`src/rtl/mmt_pkg.sv`:
```
package mmt_pkg;
  typedef enum logic [1:0] {
    MODE_OFF   = 2'b00,
    MODE_EVENT = 2'b01,
    MODE_TIMER = 2'b10,
    MODE_PULSE = 2'b11
  } mode_e;

  localparam logic [1:0] ADDR_LO   = 2'd0;
  localparam logic [1:0] ADDR_HI   = 2'd1;
  localparam logic [1:0] ADDR_CTRL = 2'd2;

  localparam int RUN_BIT  = 4;
  localparam int EDGE_BIT = 3;
endpackage

```
`src/rtl/mmt_regs.sv`:
```
module mmt_regs
  import mmt_pkg::*;
#(
  parameter int DW = 8,
  localparam int CW = 2 * DW
) (
  input  logic          clk,
  input  logic          rst_n,
  input  logic          wr,
  input  logic          rd,
  input  logic [1:0]    addr,
  input  logic [DW-1:0] wdata,
  input  logic [CW-1:0] cnt,
  input  logic          pw_done,
  output logic [DW-1:0] rdata,
  output logic [CW-1:0] reload,
  output logic [CW-1:0] reload_new,
  output logic          reload_wr,
  output logic [DW-1:0] lowbuf,
  output logic          run,
  output logic          edge_sel,
  output mode_e         mode,
  output logic          hi_rd
);
  logic lo_wr, ctrl_wr;

  assign lo_wr      = wr && (addr == ADDR_LO);
  assign reload_wr  = wr && (addr == ADDR_HI);
  assign ctrl_wr    = wr && (addr == ADDR_CTRL);
  assign hi_rd      = rd && (addr == ADDR_HI);
  assign reload_new = {wdata, lowbuf};

  always_ff @(posedge clk) begin
    if (!rst_n) begin
      lowbuf   <= '0;
      reload   <= '0;
      run      <= 1'b0;
      edge_sel <= 1'b0;
      mode     <= MODE_OFF;
    end else begin
      if (lo_wr)      lowbuf <= wdata;
      else if (hi_rd) lowbuf <= cnt[DW-1:0];
      if (reload_wr)  reload <= reload_new;
      if (ctrl_wr) begin
        mode     <= mode_e'(wdata[1:0]);
        edge_sel <= wdata[EDGE_BIT];
        run      <= wdata[RUN_BIT];
      end else if (pw_done) begin
        run <= 1'b0;
      end
    end
  end

  always_comb begin
    rdata = '0;
    unique case (addr)
      ADDR_LO:   rdata = lowbuf;
      ADDR_HI:   rdata = cnt[CW-1:DW];
      ADDR_CTRL: begin
        rdata[1:0]      = mode;
        rdata[EDGE_BIT] = edge_sel;
        rdata[RUN_BIT]  = run;
      end
      default:   rdata = '0;
    endcase
  end
endmodule

```
`src/rtl/mmt_ctl.sv`:
```
module mmt_ctl
  import mmt_pkg::*;
(
  input  logic  clk,
  input  logic  rst_n,
  input  mode_e mode,
  input  logic  run,
  input  logic  edge_sel,
  input  logic  pin,
  input  logic  tick,
  input  logic  hold,
  output logic  inc,
  output logic  pw_done,
  output logic  measuring
);
  logic pin_q, rise, fall, pin_act, arm_hit, raw;

  function automatic logic pick_edge(input logic r, input logic f, input logic sel);
    return sel ? r : f;
  endfunction

  assign rise    = pin && !pin_q;
  assign fall    = !pin && pin_q;
  assign pin_act = edge_sel ? pin : !pin;
  assign arm_hit = pick_edge(rise, fall, edge_sel);
  assign pw_done = run && (mode == MODE_PULSE) && measuring && !pin_act;

  always_comb begin
    unique case (mode)
      MODE_EVENT: raw = rise;
      MODE_TIMER: raw = tick;
      MODE_PULSE: raw = measuring && pin_act && tick;
      default:    raw = 1'b0;
    endcase
  end

  assign inc = run && raw && !hold;

  always_ff @(posedge clk) begin
    if (!rst_n) begin
      pin_q     <= 1'b0;
      measuring <= 1'b0;
    end else begin
      pin_q <= pin;
      if (!run || mode != MODE_PULSE) measuring <= 1'b0;
      else if (!measuring && arm_hit) measuring <= 1'b1;
      else if (pw_done)               measuring <= 1'b0;
    end
  end
endmodule

```
`src/rtl/mmt_counter.sv`:
```
module mmt_counter #(
  parameter int CW = 16
) (
  input  logic          clk,
  input  logic          rst_n,
  input  logic          inc,
  input  logic          load,
  input  logic [CW-1:0] load_val,
  input  logic [CW-1:0] reload,
  output logic [CW-1:0] cnt,
  output logic          wrap
);
  logic [CW-1:0] nxt;
  logic          carry;

  function automatic logic [CW:0] step(input logic [CW-1:0] v);
    return {1'b0, v} + {{CW{1'b0}}, 1'b1};
  endfunction

  assign {carry, nxt} = step(cnt);
  assign wrap = inc && carry;

  always_ff @(posedge clk) begin
    if (!rst_n)     cnt <= '0;
    else if (load)  cnt <= load_val;
    else if (wrap)  cnt <= reload;
    else if (inc)   cnt <= nxt;
  end
endmodule

```
`src/rtl/multimode_timer.sv`:
```
module multimode_timer
  import mmt_pkg::*;
#(
  parameter int DW = 8,
  localparam int CW = 2 * DW
) (
  input  logic          clk,
  input  logic          rst_n,
  input  logic [1:0]    bus_addr,
  input  logic          bus_wr,
  input  logic          bus_rd,
  input  logic [DW-1:0] bus_wdata,
  output logic [DW-1:0] bus_rdata,
  input  logic          pin_sync,
  input  logic          tick_en,
  input  logic          irq_enable,
  input  logic          irq_clear,
  output logic          irq_flag,
  output logic          wake
);
  logic [CW-1:0] cnt, reload, reload_new;
  logic [DW-1:0] lowbuf;
  logic          reload_wr, run, edge_sel, hi_rd;
  logic          inc, pw_done, measuring, wrap, load;
  mode_e         mode;

  assign load = reload_wr && !run;

  mmt_regs #(.DW(DW)) u_regs (
    .clk(clk), .rst_n(rst_n), .wr(bus_wr), .rd(bus_rd), .addr(bus_addr),
    .wdata(bus_wdata), .cnt(cnt), .pw_done(pw_done), .rdata(bus_rdata),
    .reload(reload), .reload_new(reload_new), .reload_wr(reload_wr),
    .lowbuf(lowbuf), .run(run), .edge_sel(edge_sel), .mode(mode), .hi_rd(hi_rd)
  );

  mmt_ctl u_ctl (
    .clk(clk), .rst_n(rst_n), .mode(mode), .run(run), .edge_sel(edge_sel),
    .pin(pin_sync), .tick(tick_en), .hold(hi_rd), .inc(inc),
    .pw_done(pw_done), .measuring(measuring)
  );

  mmt_counter #(.CW(CW)) u_cnt (
    .clk(clk), .rst_n(rst_n), .inc(inc), .load(load), .load_val(reload_new),
    .reload(reload), .cnt(cnt), .wrap(wrap)
  );

  always_ff @(posedge clk) begin
    if (!rst_n) begin
      irq_flag <= 1'b0;
      wake     <= 1'b0;
    end else begin
      wake <= wrap;
      if (wrap && irq_enable) irq_flag <= 1'b1;
      else if (irq_clear)     irq_flag <= 1'b0;
    end
  end
endmodule

```
`config.mk`:
```
export PLATFORM = sky130hd
export DESIGN_NAME = multimode_timer
export DESIGN_NICKNAME = d
export VERILOG_FILES = /design/src/rtl/mmt_pkg.sv /design/src/rtl/mmt_regs.sv /design/src/rtl/mmt_ctl.sv /design/src/rtl/mmt_counter.sv /design/src/rtl/multimode_timer.sv
export SDC_FILE = /design/constraint.sdc
export NUM_CORES = 1
export LEC_CHECK = 0
export ABC_AREA = 1
export BUFFER_PORTS_ARGS = -buffer_cell sky130_fd_sc_hd__buf_4
export CAP_MARGIN = 25
export CORE_UTILIZATION = 48
export DETAILED_ROUTE_END_ITERATION = 10
export GPL_TIMING_DRIVEN = 0
export PLACE_DENSITY = 0.66
export SYNTH_ARGS = -nofsm -noshare
export SYNTH_HDL_FRONTEND = slang
export SYNTH_HIERARCHICAL = 1
export SYNTH_SLANG_ARGS = --single-unit
```
`constraint.sdc`:
```
create_clock -name clk -period 2.2 [get_ports clk]
set_input_delay 0.44 -clock clk [delete_from_list [all_inputs] [get_ports clk]]
set_output_delay 0.44 -clock clk [all_outputs]
set_load 0.01 [all_outputs]
```
# Word-level counts from Yosys, hierarchy flattened
# Cells that the tools add are included.
dict set report word_totals {
  input_bits 18
  ff_bits 48
}
dict set report classes {
  eq_ne 6
  n_reduce_logical 31
  bitwise 1
  n_addsub 1
  muxes 17
}
# op n
set ops {}
lappend ops {{two-way mux 16 bit} 3}
lappend ops {{adder 16 x 1 -> 17 bit, second input constant} 1}
lappend ops {{logical AND 1 bit} 17}
lappend ops {{two-way mux 8 bit} 2}
lappend ops {{one-hot mux 2 bit (3 select lines)} 2}
lappend ops {{nonzero test 2 bit} 4}
lappend ops {{two-way mux 1 bit} 7}
lappend ops {{equality test 2 bit, second input constant} 3}
lappend ops {{zero test 1 bit} 6}
lappend ops {{one-hot mux 3 bit (2 select lines)} 1}
lappend ops {{equality test 2 x 1 -> 1 bit, second input constant} 2}
lappend ops {{one-hot mux 1 bit (3 select lines)} 1}
lappend ops {{nonzero test 3 bit} 1}
lappend ops {{zero test 2 bit} 1}
lappend ops {{inequality test 2 bit, second input constant} 1}
lappend ops {{one-hot mux 1 bit (2 select lines)} 1}
lappend ops {{OR reduction 2 bit} 1}
lappend ops {{logical OR 1 bit} 1}
lappend ops {{inverter 1 bit} 1}

# Longest topological paths before layout
# Gate-level depths: netlist (run 1).
dict set report depth {
  depth_word 10
  ltp_mapped 16
}

# Hierarchy
# Netlist (run 1), hierarchy kept.
# module cells_per_inst area_per_inst_um2 instances
set by_module_without_submodules {}
lappend by_module_without_submodules {mmt_regs 196 1436.4 1}
lappend by_module_without_submodules {mmt_counter 201 1260.0 1}
lappend by_module_without_submodules {mmt_ctl 33 166.4 1}
lappend by_module_without_submodules {multimode_timer 10 72.6 1}

# Least setup slack after synthesis (run 1)
# OpenSTA, ideal clock, no wires.
dict set report synth_timing {
  kind {input to register}
  startpoint {input bus_addr[0]}
  endpoint {register u_cnt.cnt[10]}
  path_buffers 1
  cell_stages 15
  required_ns 2.068
  path_slack_ns 0.228
  arrival_time_ns 1.840
  setup_ns 0.132
  path_cell_list {nand3_1 inv_1 inv_1 nand2_1 nor2_1 nand2_1 a21oi_1 nand3_1 nor2_4 nand4_4 inv_2 buf_6 nand2_1 nand3_1 a21oi_1}
}
dict set report synth_between {
  elab_chain_len 7
  elab_cells_between_ends 10
}
# item line
set synth_lines {}
lappend synth_lines {{from (decl)} multimode_timer.sv:9} ;# input logic [1:0] bus_addr,
lappend synth_lines {{equality test 2 x 1 -> 1 bit (*)} mmt_regs.sv:30} ;# assign hi_rd = rd && (addr == ADDR_HI);
lappend synth_lines {{logical AND 1 bit (*)} mmt_regs.sv:30}
lappend synth_lines {{via hi_rd} multimode_timer.sv:23} ;# logic reload_wr, run, edge_sel, hi_rd;
lappend synth_lines {{zero test 1 bit (*)} mmt_ctl.sv:37} ;# assign inc = run && raw && !hold;
lappend synth_lines {{logical AND 1 bit (*)} mmt_ctl.sv:37}
lappend synth_lines {{via inc} multimode_timer.sv:24} ;# logic inc, pw_done, measuring, wrap, load;
lappend synth_lines {{logical AND 1 bit (*)} mmt_counter.sv:21} ;# assign wrap = inc && carry;
lappend synth_lines {{via wrap} multimode_timer.sv:24}
lappend synth_lines {{two-way mux 16 bit} mmt_counter.sv:26} ;# else if (wrap) cnt <= reload;
lappend synth_lines {{two-way mux 16 bit} mmt_counter.sv:25} ;# else if (load) cnt <= load_val;
lappend synth_lines {{to (signal assigned)} mmt_counter.sv:25}
lappend synth_lines {{to (signal assigned)} mmt_counter.sv:26}
lappend synth_lines {{to (signal assigned)} mmt_counter.sv:27} ;# else if (inc) cnt <= nxt;
lappend synth_lines {{to (decl)} mmt_counter.sv:10} ;# output logic [CW-1:0] cnt,
# Mark *: on every way through the listed nets, which the timed path passes. The rest lies on a longest branch.
# A chain may end at the register's enable or synchronous reset.

# Worst setup path in the final report (run 1)
dict set report layout_timing {
  startpoint {input bus_addr[1]}
  endpoint {register u_cnt.cnt[6]}
}
# Same word-level chain as after synthesis.

==> results.toml, run 1 <==
[floorplan]
start_util_pct = 49.6
top_level_ports = 28
die_area_um2 = 6430
num_rows = 28
die_w_um = 80.2
core-area_um2 = 5920
die_h_um = 80.2

[sta]
timing.final.crit_share_pct = 94.6
rsz0062_at_grt = "false"
max_freq_mhz = 481
tightest_slew_ns = 0.582
finalSetupViolations = 0
worst_slack_ns = 0.120
hold_violations = 0
slew_headroom_pct = 61.2
finalMaxSlewViolations = 0
fin_crit_ns = 2.08
fin_setup_tns_ns = 0
fin_skew_ns = 0.00767

[pwr]
p_int_w = 0.00124
p_comb_share_pct = 13.2
power_leakage_nw = 1.38
pwr-share-seq_pct = 54.1
p_clk_share_pct = 32.7
power_switching_w = 0.000462
power_w = 0.00170
p_per_area_nw_per_um2 = 507
ir_drop_mv = 0.347
p_sw_share_pct = 27.1

[setup_path]
worst-setup-path-type = "input port to register"
reg2reg_depth = 12
endpoint = "u_cnt/cnt[6]"
cp.arrival_ns = 2.26
ff2ff_setup_slack_ns = 0.26
crit_start = "bus_addr[1]"
start_kind = "input port"
reg2reg_from = "u_regs/edge_sel"
crit_required_ns = 2.38
r2r_end = "u_cnt/cnt[6]"
crit_path_max_fanout = 11
crit_path_end_kind = "register"

[outcome]
status = "complete, no violations"

[routing]
wl_per_cell_um = 15.2
ant_nets = 0
drt_iter0_markers = 214
drt_wl_total_mm = 8.42
viasPerCell = 5.25
drc = 0
vias = 2901
firstDrtPassIters = 5

[logic_synthesis]
ys_warn_count = 6
synth-seq-area-share_pct = 32.7
synth_area_per_cell_um2 = 6.67
ys_seq_elements = 48
syn_nets = 459
ys_types = 34
syn_area_um2 = 2940
netlist_instances = 440

[layout]
post-route-util_pct = 56.8
multi_input_area_um2 = 1500
regArea_um2 = 961
stdcell_area_um2 = 3360
fin_nets = 496
diodes = 0
layout-drive-gt1-share_pct = 18.2
fill_cells = 600
areaGrowthSynthToFinish_pct = 14.5

[min_path]
hold_path_class = "input port to register"
hp-start = "irq_enable"

[place]
pre_cts_ws_ns = -0.415
post_dp_cell_area_um2 = 3220
port_buffers = 26
gp_congestion = 1.02
dp_hpwl_mm = 6.33

[job]
drv_cap = 0

[clock_network]
cts_tree = "done"
cts_max_level = 2
clk_pin_slew_ns = 0.09
clock_latency_ns = 0.30
root_buffer = "clkbuf_8"
cts.sink_count = 48
cts_inserted_buffers = 5
cts_hold_buf = 0
cts_buffer_depth = 2

[global_routing]
grt_max_degree = 15
grt-ovfl-total = 0
first_global_vias = 2458
antenna_found_initial = 0
grt_pass1_wl_mm = 12.9
grt_usage_pct = 27.3
-- per-stage QoR --
step           instances  hold slack, ns
5_1_grt              553           0.336
4_1_cts              549           0.342
3_5_place_dp         541           0.454
2_1_floorplan        440           0.438
6_report             553           0.344
3_3_place_gp         541           0.451
-- cells in the mapped netlist --
| cell | count | area (µm²) |
|---|---|---|
| nand2_1 | 114 | 428 |
| inv_1 | 59 | 221 |
| nand3_1 | 52 | 260 |
| dfxtp_1 | 48 | 961 |
| a21oi_1 | 40 | 200 |
| nor2_1 | 29 | 109 |
| buf_4 | 17 | 128 |
| a22oi_1 | 15 | 113 |
| o21ai_0 | 8 | 40.0 |
| buf_2 | 5 | 25.0 |
| nor2_4 | 5 | 56.3 |
| o211ai_1 | 5 | 37.5 |
| a22o_1 | 4 | 35.0 |
| buf_6 | 4 | 45.0 |
| clkbuf_1 | 4 | 15.0 |
| inv_2 | 4 | 15.0 |
| nand2_2 | 4 | 25.0 |
| nand4_1 | 3 | 18.8 |
| xor2_1 | 3 | 26.3 |
| nor2_2 | 2 | 12.5 |
| xnor2_1 | 2 | 17.5 |
| a21oi_2 | 1 | 8.76 |
| and2_1 | 1 | 6.26 |
| buf_12 | 1 | 20.0 |
| clkinv_1 | 1 | 3.75 |
| ha_1 | 1 | 12.5 |
| inv_6 | 1 | 8.76 |
| nand2_8 | 1 | 20.0 |
| nand3b_1 | 1 | 7.51 |
| nand4_4 | 1 | 21.3 |
| nor2_8 | 1 | 20.0 |
| nor3_1 | 1 | 5.00 |
| o21ai_1 | 1 | 5.00 |
| o21bai_1 | 1 | 7.51 |
-- placed cells by master (no fill, tap or decap), types with 3 or more instances in the layout --
master	count
nor2_1	29
inv_1	59
buf_6	4
a22oi_1	15
o21ai_0	8
buf_4	47
nand3_1	51
clkbuf_8	6
o211ai_1	5
inv_2	3
clkbuf_1	4
buf_2	5
xor2_1	3
a22o_1	4
dfxtp_1	48
nand4_1	3
a21oi_1	39
nand2_1	114
nor2_4	5
nand2_2	4
-- layout make-up --
class                   instances  area share [%]
plain buffers                  31            6.96
clock buffers                   7            2.57
clock inverters                 1           0.223
inverters                      65            7.48
multi-input cells             296            44.7
flip-flops and latches         48            28.6
well taps                      75            2.79
repair buffers                 30            6.70
-- worst max-delay path, stage by stage --
cell	delay (ns)
buf_4	0.15
inv_2	0.04
nand3_2	0.09
inv_1	0.06
inv_1	0.07
nand2_1	0.05
nor2_1	0.09
nand2_1	0.07
a21oi_2	0.17
nand3_1	0.15
nor2_4	0.18
nand4_4	0.15
inv_4	0.12
buf_6	0.16
nand2_1	0.08
nand3_1	0.09
a21oi_1	0.07
-- layer usage --
metal | share of wire, % | track usage (%) | up-vias
li1 | - | - | 1479
met1 | 47 | 38.8 | 1313
met2 | 45 | 42.1 | 103
met3 | 6.8 | 4.89 | 6
met4 | 1.2 | 7.32 | 0
met5 | 0 | 0 | -
-- how the worst min path moves through the flow --
stage	depth (start not counted)	slack, ns	to
finish	3	0.34	irq_flag
global route	3	0.34	irq_flag
CTS	3	0.34	irq_flag
detailed placement	2	0.45	u_regs/reload[9]
global placement	2	0.45	u_regs/reload[9]
floorplan	2	0.44	u_regs/reload[15]
-- power by group through the flow --
stage	clock network [W]	registers, W	logic [W]
after floorplan	0	0.000930	0.000142
after global placement	0	0.000942	0.000219
after detailed placement	0	0.000942	0.000221
after CTS	0.000571	0.000922	0.000222
after global routing	0.000620	0.000926	0.000245
final	0.000557	0.000922	0.000225
-- cells by family after synthesis --
kind of cell	Yosys count	synth area share, %
AO/OA/AOI/OAI	75	15.2
XOR/XNOR	5	1.49
adder cells (fa/ha/maj)	1	0.426
buffers and inverters	96	16.4
flip-flops	48	32.7
AND/OR/NAND/NOR	215	33.7
-- timing repair --
item / 4_1_cts / 5_1_grt
endpoints found under the setup margin: 9 / 14
buffers inserted: 0 / 4
pin swaps: 0 / 1
resized for setup: 1 / 4
-- state kept, by name, indices dropped and copies added, names as in the netlist --
name	flops
u_regs/edge_sel	1
irq_flag	1
u_ctl/measuring	1
u_regs/reload	16
u_regs/lowbuf	8
u_cnt/cnt	16
u_regs/mode	2
wake	1
u_regs/run	1
u_ctl/pin_q	1
Note: power is estimated with default switching activity, not from simulation.
==> run 2: changes to the inputs <==
Settings changed: CAP_MARGIN 25 to 5, CORE_ASPECT_RATIO from default to 1.1.
==> run 2 against run 1 <==
Sequential cell count unchanged. Non-clock buffer count is 1 higher. Global-route usage up 0.32 points. Sequential share of layout area decreased by 0.11 points. Maximum frequency rose by 2.0%. Die area about the same.
==> results.toml, run 2 (synthesized netlist as in run 1, its figures left out) <==
[outcome]
status = "complete, no violations"

[setup_path]
crit_path_end_kind = "register"
start_kind = "input port"
crit_required_ns = 2.39
cp.arrival_ns = 2.23
crit_path_max_fanout = 11
worst-setup-path-type = "input port to register"

[global_routing]
grt-ovfl-total = 0
first_global_vias = 2654
grt_max_degree = 15
antenna_found_initial = 0
grt_usage_pct = 27.6
grt_pass1_wl_mm = 13.6

[sta]
slew_headroom_pct = 63.5
max_freq_mhz = 490
fin_setup_tns_ns = 0
hold_violations = 0
fin_skew_ns = 0.00540
worst_slack_ns = 0.160
timing.final.crit_share_pct = 92.7
finalMaxSlewViolations = 0
tightest_slew_ns = 0.547
rsz0062_at_grt = "false"
finalSetupViolations = 0
fin_crit_ns = 2.04

[pwr]
p_int_w = 0.00124
power_leakage_nw = 1.38
p_clk_share_pct = 32.8
power_w = 0.00171
ir_drop_mv = 0.344
pwr-share-seq_pct = 53.9
p_sw_share_pct = 27.4
p_per_area_nw_per_um2 = 507
power_switching_w = 0.000468
p_comb_share_pct = 13.2

[clock_network]
clock_latency_ns = 0.30
cts_inserted_buffers = 5
cts_buffer_depth = 2
cts_tree = "done"
cts_hold_buf = 0
cts.sink_count = 48
cts_max_level = 2
clk_pin_slew_ns = 0.09
root_buffer = "clkbuf_8"

[layout]
fill_cells = 605
multi_input_area_um2 = 1500
diodes = 0
areaGrowthSynthToFinish_pct = 14.9
post-route-util_pct = 57.7
final_common_cell = "nand2_1"
fin_nets = 497
layout-drive-gt1-share_pct = 18.6
top_regs = "u_cnt/cnt (16), u_regs/reload (16), u_regs/lowbuf (8)"
final_cell_mix = "nand2_1 (114), inv_1 (59), nand3_1 (51)"
regArea_um2 = 961
layoutNonFillerInstCount = 556

[routing]
drt_iter0_markers = 328
drc = 0
ant_nets = 0
wl_per_cell_um = 15.5
firstDrtPassIters = 5
viasPerCell = 5.28
drt_wl_total_mm = 8.63
vias = 2935

[floorplan]
die_w_um = 76.6
start_util_pct = 50.2
die_h_um = 84.0
core-area_um2 = 5840
top_level_ports = 28
die_area_um2 = 6430
num_rows = 29

[place]
dp_hpwl_mm = 6.34
port_buffers = 26
gp_congestion = 0.980
pre_cts_ws_ns = -0.387
placed_cells = 543

[min_path]
hold_path_class = "input port to register"

[job]
drv_cap = 0
==> run 2: final timing paths <==
check / startpoint / end / slack (ns) / cells past startpoint
worst max-delay path: bus_addr[1] / u_cnt/cnt[6] / 0.16 / 17
worst min-delay path: pin_sync / u_ctl/pin_q / 0.35 / 3
worst max register to register: u_regs/run / u_cnt/cnt[6] / 0.26 / 12
worst min register to register: u_regs/reload[13] / u_regs/reload[13] / 0.47 / 2
==> run 2: repair_timing <==
item                                    4_1_cts  5_1_grt
endpoints found under the setup margin        9       15
buffers inserted                              0        5
pin swaps                                     0        1
resized for setup                             1        5
==> run 2: critical path, cell delays in order <==
cell and delay (ns):
buf_4 0.15, inv_2 0.05, nand3_2 0.09, inv_1 0.05
inv_1 0.05, nand2_1 0.05, nor2_1 0.10, nand2_1 0.07
a21oi_2 0.17, nand3_1 0.15, nor2_4 0.19, nand4_4 0.17
inv_4 0.13, buf_6 0.16, nand2_1 0.10, nand3_1 0.08
a21oi_1 0.06
==> run 2: power groups by stage <==
stage | Sequential [W] | Clock, W | Combinational [W]
after floorplan | 0.000930 | 0 | 0.000142
after global placement | 0.000942 | 0 | 0.000219
after detailed placement | 0.000942 | 0 | 0.000222
after CTS | 0.000922 | 0.000575 | 0.000224
after global routing | 0.000926 | 0.000606 | 0.000248
final | 0.000923 | 0.000562 | 0.000226
==> run 2: layout make-up <==
type,count,share of cell area [%]
tap,77,2.86
inverter,65,7.46
sequential,48,28.5
buffer,31,6.94
clock inverter,1,0.223
multi-input combinational,296,44.6
timing repair buffer,31,6.90
clock buffer,7,2.56
==> run 2: per-layer routing <==
metal	part of all wire, %	global-route usage (%)
met1	46	37.0
met2	45	44.4
met3	7.2	3.83
met4	2.0	11.2
met5	0	0
==> run 2: metrics by stage <==
stage | hold WS, ns | instance area (µm²)
2_1_floorplan | 0.438 | 2940
3_3_place_gp | 0.451 | 3230
3_5_place_dp | 0.455 | 3230
4_1_cts | 0.340 | 3320
5_1_grt | 0.381 | 3370
6_report | 0.350 | 3370
